File: src/rtl/irqv_pkg.sv
package irqv_pkg;

    localparam int SRC_COUNT = 128;
    localparam int REG_W     = 32;
    localparam int LVL_W     = 2;
    localparam int IDX_W     = $clog2(SRC_COUNT);
    localparam int RADDR_W   = 5;

    // word addresses of the register port
    localparam int ADR_BASE   = 0;
    localparam int ADR_STRIDE = 1;
    localparam int ADR_VEC    = 2;
    localparam int ADR_EN0    = 4;
    localparam int ADR_LVL0   = 8;

    localparam logic [REG_W-1:0] IDLE_VEC = '1;

    // one contender in the selection tree
    typedef struct packed {
        logic             hit;
        logic [LVL_W-1:0] lvl;
        logic [IDX_W-1:0] idx;
    } cand_t;

    // lo always carries the lower source numbers, so ties favour it
    function automatic cand_t cand_pick(input cand_t lo, input cand_t hi);
        if (lo.hit && (!hi.hit || lo.lvl >= hi.lvl))
            return lo;
        return hi;
    endfunction

    function automatic logic [REG_W-1:0] vec_addr(input logic [REG_W-1:0] base,
                                                  input logic [REG_W-1:0] stride,
                                                  input logic [IDX_W-1:0] idx);
        return base + stride * REG_W'(idx);
    endfunction

endpackage

File: src/rtl/irqv_regs.sv
module irqv_regs
    import irqv_pkg::*;
#(
    parameter int NUM_SRC = SRC_COUNT,
    parameter int DATA_W  = REG_W,
    parameter int PRIO_W  = LVL_W,
    parameter int ADDR_W  = RADDR_W
) (
    input  logic                      clk,
    input  logic                      rst,
    input  logic                      reg_we,
    input  logic [ADDR_W-1:0]         reg_addr,
    input  logic [DATA_W-1:0]         reg_wdata,
    input  logic [DATA_W-1:0]         vec_i,
    output logic [DATA_W-1:0]         reg_rdata,
    output logic [DATA_W-1:0]         base_o,
    output logic [DATA_W-1:0]         stride_o,
    output logic [NUM_SRC-1:0]        en_o,
    output logic [NUM_SRC*PRIO_W-1:0] lvl_o
);

    localparam int EN_WORDS  = NUM_SRC / DATA_W;
    localparam int LVL_WORDS = (NUM_SRC * PRIO_W) / DATA_W;
    localparam logic [ADDR_W-1:0] A_BASE   = ADDR_W'(ADR_BASE);
    localparam logic [ADDR_W-1:0] A_STRIDE = ADDR_W'(ADR_STRIDE);
    localparam logic [ADDR_W-1:0] A_VEC    = ADDR_W'(ADR_VEC);

    logic [DATA_W-1:0] base_q, stride_q;
    logic [DATA_W-1:0] en_rd  [EN_WORDS];
    logic [DATA_W-1:0] lvl_rd [LVL_WORDS];

    always_ff @(posedge clk) begin
        if (rst) begin
            base_q   <= '0;
            stride_q <= '0;
        end else if (reg_we) begin
            if (reg_addr == A_BASE)   base_q   <= reg_wdata;
            if (reg_addr == A_STRIDE) stride_q <= reg_wdata;
        end
    end

    for (genvar w = 0; w < EN_WORDS; w++) begin : g_en
        localparam logic [ADDR_W-1:0] A_W = ADDR_W'(ADR_EN0 + w);
        logic [DATA_W-1:0] q;
        always_ff @(posedge clk) begin
            if (rst)                            q <= '0;
            else if (reg_we && reg_addr == A_W) q <= reg_wdata;
        end
        assign en_o[w*DATA_W +: DATA_W] = q;
        assign en_rd[w] = (reg_addr == A_W) ? q : '0;
    end

    for (genvar w = 0; w < LVL_WORDS; w++) begin : g_lvl
        localparam logic [ADDR_W-1:0] A_W = ADDR_W'(ADR_LVL0 + w);
        logic [DATA_W-1:0] q;
        always_ff @(posedge clk) begin
            if (rst)                            q <= '0;
            else if (reg_we && reg_addr == A_W) q <= reg_wdata;
        end
        assign lvl_o[w*DATA_W +: DATA_W] = q;
        assign lvl_rd[w] = (reg_addr == A_W) ? q : '0;
    end

    always_comb begin
        reg_rdata = '0;
        if (reg_addr == A_BASE)   reg_rdata = base_q;
        if (reg_addr == A_STRIDE) reg_rdata = stride_q;
        if (reg_addr == A_VEC)    reg_rdata = vec_i;
        for (int w = 0; w < EN_WORDS; w++)  reg_rdata = reg_rdata | en_rd[w];
        for (int w = 0; w < LVL_WORDS; w++) reg_rdata = reg_rdata | lvl_rd[w];
    end

    assign base_o   = base_q;
    assign stride_o = stride_q;

endmodule

File: src/rtl/irqv_arbiter.sv
module irqv_arbiter
    import irqv_pkg::*;
#(
    parameter int NUM_SRC = SRC_COUNT,
    parameter int PRIO_W  = LVL_W
) (
    input  logic [NUM_SRC-1:0]        req_i,
    input  logic [NUM_SRC-1:0]        en_i,
    input  logic [NUM_SRC*PRIO_W-1:0] lvl_i,
    output cand_t                     win_o
);

    localparam int NODES = 2 * NUM_SRC - 1;
    localparam int LEAF0 = NUM_SRC - 1;

    // heap layout: node k has children 2k+1 and 2k+2, leaves in source order
    cand_t node [NODES];

    for (genvar i = 0; i < NUM_SRC; i++) begin : g_leaf
        assign node[LEAF0 + i] = '{hit: req_i[i] & en_i[i],
                                   lvl: lvl_i[i*PRIO_W +: PRIO_W],
                                   idx: IDX_W'(i)};
    end

    for (genvar k = 0; k < LEAF0; k++) begin : g_node
        assign node[k] = cand_pick(node[2*k+1], node[2*k+2]);
    end

    assign win_o = node[0];

endmodule

File: src/rtl/irqv_vec_reg.sv
module irqv_vec_reg
    import irqv_pkg::*;
#(
    parameter int DATA_W = REG_W
) (
    input  logic              clk,
    input  logic              rst,
    input  cand_t             win_i,
    input  logic [DATA_W-1:0] base_i,
    input  logic [DATA_W-1:0] stride_i,
    output logic [DATA_W-1:0] vec_o
);

    logic [DATA_W-1:0] vec_q;

    always_ff @(posedge clk) begin
        if (rst)            vec_q <= '0;
        else if (win_i.hit) vec_q <= vec_addr(base_i, stride_i, win_i.idx);
        else                vec_q <= IDLE_VEC;
    end

    assign vec_o = vec_q;

endmodule

File: src/rtl/irq_vector_gen.sv
module irq_vector_gen
    import irqv_pkg::*;
#(
    parameter int NUM_SRC = SRC_COUNT,
    parameter int DATA_W  = REG_W,
    parameter int PRIO_W  = LVL_W,
    parameter int ADDR_W  = RADDR_W
) (
    input  logic               clk,
    input  logic               rst,
    input  logic [NUM_SRC-1:0] irq_i,
    input  logic               reg_we,
    input  logic [ADDR_W-1:0]  reg_addr,
    input  logic [DATA_W-1:0]  reg_wdata,
    output logic [DATA_W-1:0]  reg_rdata,
    output logic [DATA_W-1:0]  vec_o
);

    logic [DATA_W-1:0]         base_w, stride_w;
    logic [NUM_SRC-1:0]        en_w;
    logic [NUM_SRC*PRIO_W-1:0] lvl_w;
    cand_t                     win_w;

    irqv_regs #(
        .NUM_SRC(NUM_SRC), .DATA_W(DATA_W), .PRIO_W(PRIO_W), .ADDR_W(ADDR_W)
    ) regs_i (
        .clk(clk), .rst(rst),
        .reg_we(reg_we), .reg_addr(reg_addr), .reg_wdata(reg_wdata),
        .vec_i(vec_o), .reg_rdata(reg_rdata),
        .base_o(base_w), .stride_o(stride_w), .en_o(en_w), .lvl_o(lvl_w)
    );

    irqv_arbiter #(
        .NUM_SRC(NUM_SRC), .PRIO_W(PRIO_W)
    ) arb_i (
        .req_i(irq_i), .en_i(en_w), .lvl_i(lvl_w), .win_o(win_w)
    );

    irqv_vec_reg #(
        .DATA_W(DATA_W)
    ) vreg_i (
        .clk(clk), .rst(rst), .win_i(win_w),
        .base_i(base_w), .stride_i(stride_w), .vec_o(vec_o)
    );

endmodule

File: config.mk
export PLATFORM = sky130hd
export DESIGN_NAME = irq_vector_gen
export DESIGN_NICKNAME = d
export VERILOG_FILES = /design/src/rtl/irqv_pkg.sv /design/src/rtl/irqv_regs.sv /design/src/rtl/irqv_arbiter.sv /design/src/rtl/irqv_vec_reg.sv /design/src/rtl/irq_vector_gen.sv
export SDC_FILE = /design/constraint.sdc
export NUM_CORES = 2
export LEC_CHECK = 0
export BUFFER_PORTS_ARGS = -buffer_cell sky130_fd_sc_hd__buf_2
export CAP_MARGIN = 20
export CORE_ASPECT_RATIO = 1.75
export CORE_MARGIN = 2
export CORE_UTILIZATION = 35
export DETAILED_ROUTE_END_ITERATION = 7
export GPL_TIMING_DRIVEN = 0
export REMOVE_ABC_BUFFERS = 1
export SLEW_MARGIN = 20
export SYNTH_ARGS = -nofsm -noshare
export SYNTH_HDL_FRONTEND = slang
export SYNTH_SLANG_ARGS = --single-unit
File: constraint.sdc
create_clock -name clk -period 38.8 [get_ports clk]
set_input_delay 9.7 -clock clk [delete_from_list [all_inputs] [get_ports clk]]
set_output_delay 9.7 -clock clk [all_outputs]
set_load 0.1 [all_outputs]
==> results.sh <==
export IMPL_cp_start_kind="input port"
export IMPL_drc_errors=0
export IMPL_via_per_inst=5.87
export IMPL_cpPeakStageDelay_ns=0.86
export IMPL_worstSetupEndpointType="flop"
export IMPL_rsz0062_at_grt="no"
export IMPL_cts_resized=0
export IMPL_insertion_delay_ns=0.63
export IMPL_yosys_warnings=0
export IMPL_hpwl_um=140000
export IMPL_routedWlPerCell_um=27.3
export IMPL_fin_nets=5645
export IMPL_place_congestion=1.03
export IMPL_p_leak_nw=16.0
export IMPL_crit_family="compound AO/OA/AOI/OAI gates"
export IMPL_track_usage=0.313
export IMPL_finalMaxSlewViolations=0
export IMPL_setup_viol=0
export IMPL_synth_distinct_cells=80
export IMPL_max_cap_violations=0
export IMPL_first_pass_iters=6
export IMPL_port_buffers=231
export IMPL_fp_row_count=158
export IMPL_clk_pin_slew_ns=0.07
export IMPL_clock_sinks=480
export IMPL_synth_flop_cell="dfxtp_1"
export IMPL_cts_made_buffers=49
export IMPL_async_reset_ff_frac=0
export IMPL_p_clk_frac=0.407
export IMPL_grt_start_max_net_pins=120
export IMPL_finClkSkew_ns=0.0160
export IMPL_seq_area_frac_synth=0.257
export IMPL_p_sw_frac=0.332
export IMPL_drive_gt1_frac=0.104
export IMPL_cts_setup_buffers=0
export IMPL_timing_fmax_mhz=37.5
export IMPL_grt_overflow_total=0
export IMPL_slew_limit_headroom=0.103
export IMPL_fin_setup_tns_ns=0
export IMPL_coreArea_um2=106000
export IMPL_required_ns=39.29
export IMPL_final_antenna_net_count=0
export IMPL_synth_edf_count=0
export IMPL_initial_core_util=0.353
export IMPL_finalCritPeriodShare=0.688
export IMPL_hold_path_class="flop to flop"
export IMPL_p_int_uw=817
export IMPL_io_pins=232
export IMPL_fp_dieArea_um2=110000
export IMPL_final_cells=6420
export IMPL_die_x_um=251
export IMPL_path_buf_inv=3
export IMPL_syn_inst=4945
export IMPL_clock_path_buffers=3
export IMPL_synth_avg_cell_area_um2=7.57
export IMPL_die_h_um=437
export IMPL_crit_top_cell="ha_1"
export IMPL_worst_path_max_fanout=19
export IMPL_path_class="input port to flop"
export IMPL_antenna_found_initial=12
export IMPL_p_comb_frac=0.167
export IMPL_dp_cells=6328
export IMPL_ctsHoldBuffers=0
export IMPL_cp_slowest_cell="a221oi_1"
export IMPL_cts_tree="done"
export IMPL_area_growth_synth_to_final_pct=12.7
export IMPL_finalHoldViolCount=0
export IMPL_num_vias=37683
export IMPL_powerDensity_nw_per_um2=29.0
export IMPL_vdd_ir_drop_max_v=0.0000291
export IMPL_grt_pass1_wl_um=250000
export IMPL_finalCriticalPeriod_ns=26.70
export IMPL_h_tree_depth=2
export IMPL_wl_um=175000
export IMPL_cts_root_buf="clkbuf_16"
export IMPL_utilization=0.398
export IMPL_status="completed"
export IMPL_ys_seq_elements=480
export IMPL_whs_ns=0.481
export IMPL_p_seq_frac=0.426
export IMPL_arrival_ns=27.19
export IMPL_power_mw=1.22
export IMPL_worstMarginPinSlew_ns=1.33
export IMPL_p_switching_uw=405
export IMPL_grt_pass1_vias=36335
export IMPL_syn_area_um2=37400
export IMPL_drt_iter0_drc=3895
==> synth_stat cells (28+ instances only) <==
library cell  instances  share of area
fa_1                162          0.087
nor2_1              162          0.016
a21o_1               28         0.0056
a22o_1               34         0.0080
dfxtp_1             480           0.26
a21oi_1             628          0.084
nand2_1            1183           0.12
o21ai_0             130          0.017
a211oi_1             52          0.010
mux2i_1             149          0.040
mux2_2               43          0.013
clkbuf_1            259          0.026
nand4_1              47         0.0079
and2_1              131          0.022
and3_1               40         0.0067
a221oi_1             60          0.014
ha_1                295          0.099
nand2b_1            111          0.019
a22oi_1             178          0.036
a222oi_1             33         0.0088
inv_1               467          0.047
==> cells by family after synthesis <==
logic type,Yosys count,synth area share
simple gates,1777,0.208
compound gates,1270,0.216
buf+inv,738,0.0742
flops,480,0.257
fa+ha+maj,457,0.185
mux,192,0.0528
xor+xnor,31,0.00762
==> cells in the final DEF (no fill, tap or decap), drive strengths merged, types with 13 or more instances in the layout <==
master  Yosys  routed
mux2i     149     149
inv       467     471
ha        295     295
fa        162     162
nor2      162     162
xor2       13      13
nand4      50      50
nor3       25      25
nand2    1183    1183
a221oi     62      62
o21ai     134     134
mux2       43      43
and2      140     140
nand2b    111     111
and3       40      40
a22oi     197     197
a21o       28      28
a211oi     52      52
clkbuf    259      67
a222oi     33      33
buf        12     295
a21oi     628     628
dfxtp     480     480
xnor2      17      17
a22o       34      34
or2        26      26
==> registers in the layout (all words and copies together), names as in the netlist <==
register and count:
regs_i.base_o 32, regs_i.stride_o 32, vreg_i.vec_o 32, regs_i.g_lvl.q 256, regs_i.g_en.q 128
==> layer usage <==
metal | routed length (um) | GRT usage | up-vias
li1 | - | - | 17038
met1 | 61700 | 0.347 | 18221
met2 | 84000 | 0.537 | 1875
met3 | 12900 | 0.0429 | 535
met4 | 16700 | 0.248 | 14
met5 | 74 | 0 | -
==> layout make-up <==
class / count / area, um2
Antenna cell: 5 / 12.5
Clock buffer: 67 / 1390
Clock inverter: 19 / 185
Fill cell: 10865 / 63800
Inverter: 467 / 1750
Multi-Input combinational cell: 3727 / 25300
Sequential cell: 480 / 9610
Tap cell: 1360 / 1700
Timing Repair Buffer: 295 / 2280
==> power by group through the flow <==
| stage | combinational [mW] | sequential, mW | clock [mW] |
|---|---|---|---|
| floorplan | 0.0615 | 0.568 | 0 |
| global placement | 0.188 | 0.531 | 0 |
| detailed placement | 0.200 | 0.531 | 0 |
| CTS | 0.201 | 0.520 | 0.501 |
| global route | 0.212 | 0.521 | 0.517 |
| finish | 0.204 | 0.521 | 0.497 |
==> worst min-delay path, cell delays in order, from the launching register on <==
cell	delay (ns)
dfxtp_1	0.33
nand2_1	0.06
a21oi_1	0.05
==> stage by stage <==
| step | setup slack (ns) | cell area (um2) |
|---|---|---|
| floorplan | 15.65 | 36400 |
| global placement | 10.24 | 39300 |
| detailed placement | 11.60 | 40600 |
| CTS | 12.18 | 42200 |
| global route | 11.37 | 42200 |
| finish | 12.10 | 42200 |
==> final timing paths <==
check	from	endpoint	slack [ns]	cells after the start
worst max-delay path	irq_i[67]	vreg_i.vec_o[28]	12.10	55
worst min-delay path	regs_i.g_lvl[2].q[19]	regs_i.g_lvl[2].q[19]	0.48	2
worst max register to register	regs_i.g_lvl[4].q[4]	vreg_i.vec_o[28]	20.49	55
worst min register to register	regs_i.g_lvl[2].q[19]	regs_i.g_lvl[2].q[19]	0.48	2
(Power assumes the default switching activity.)
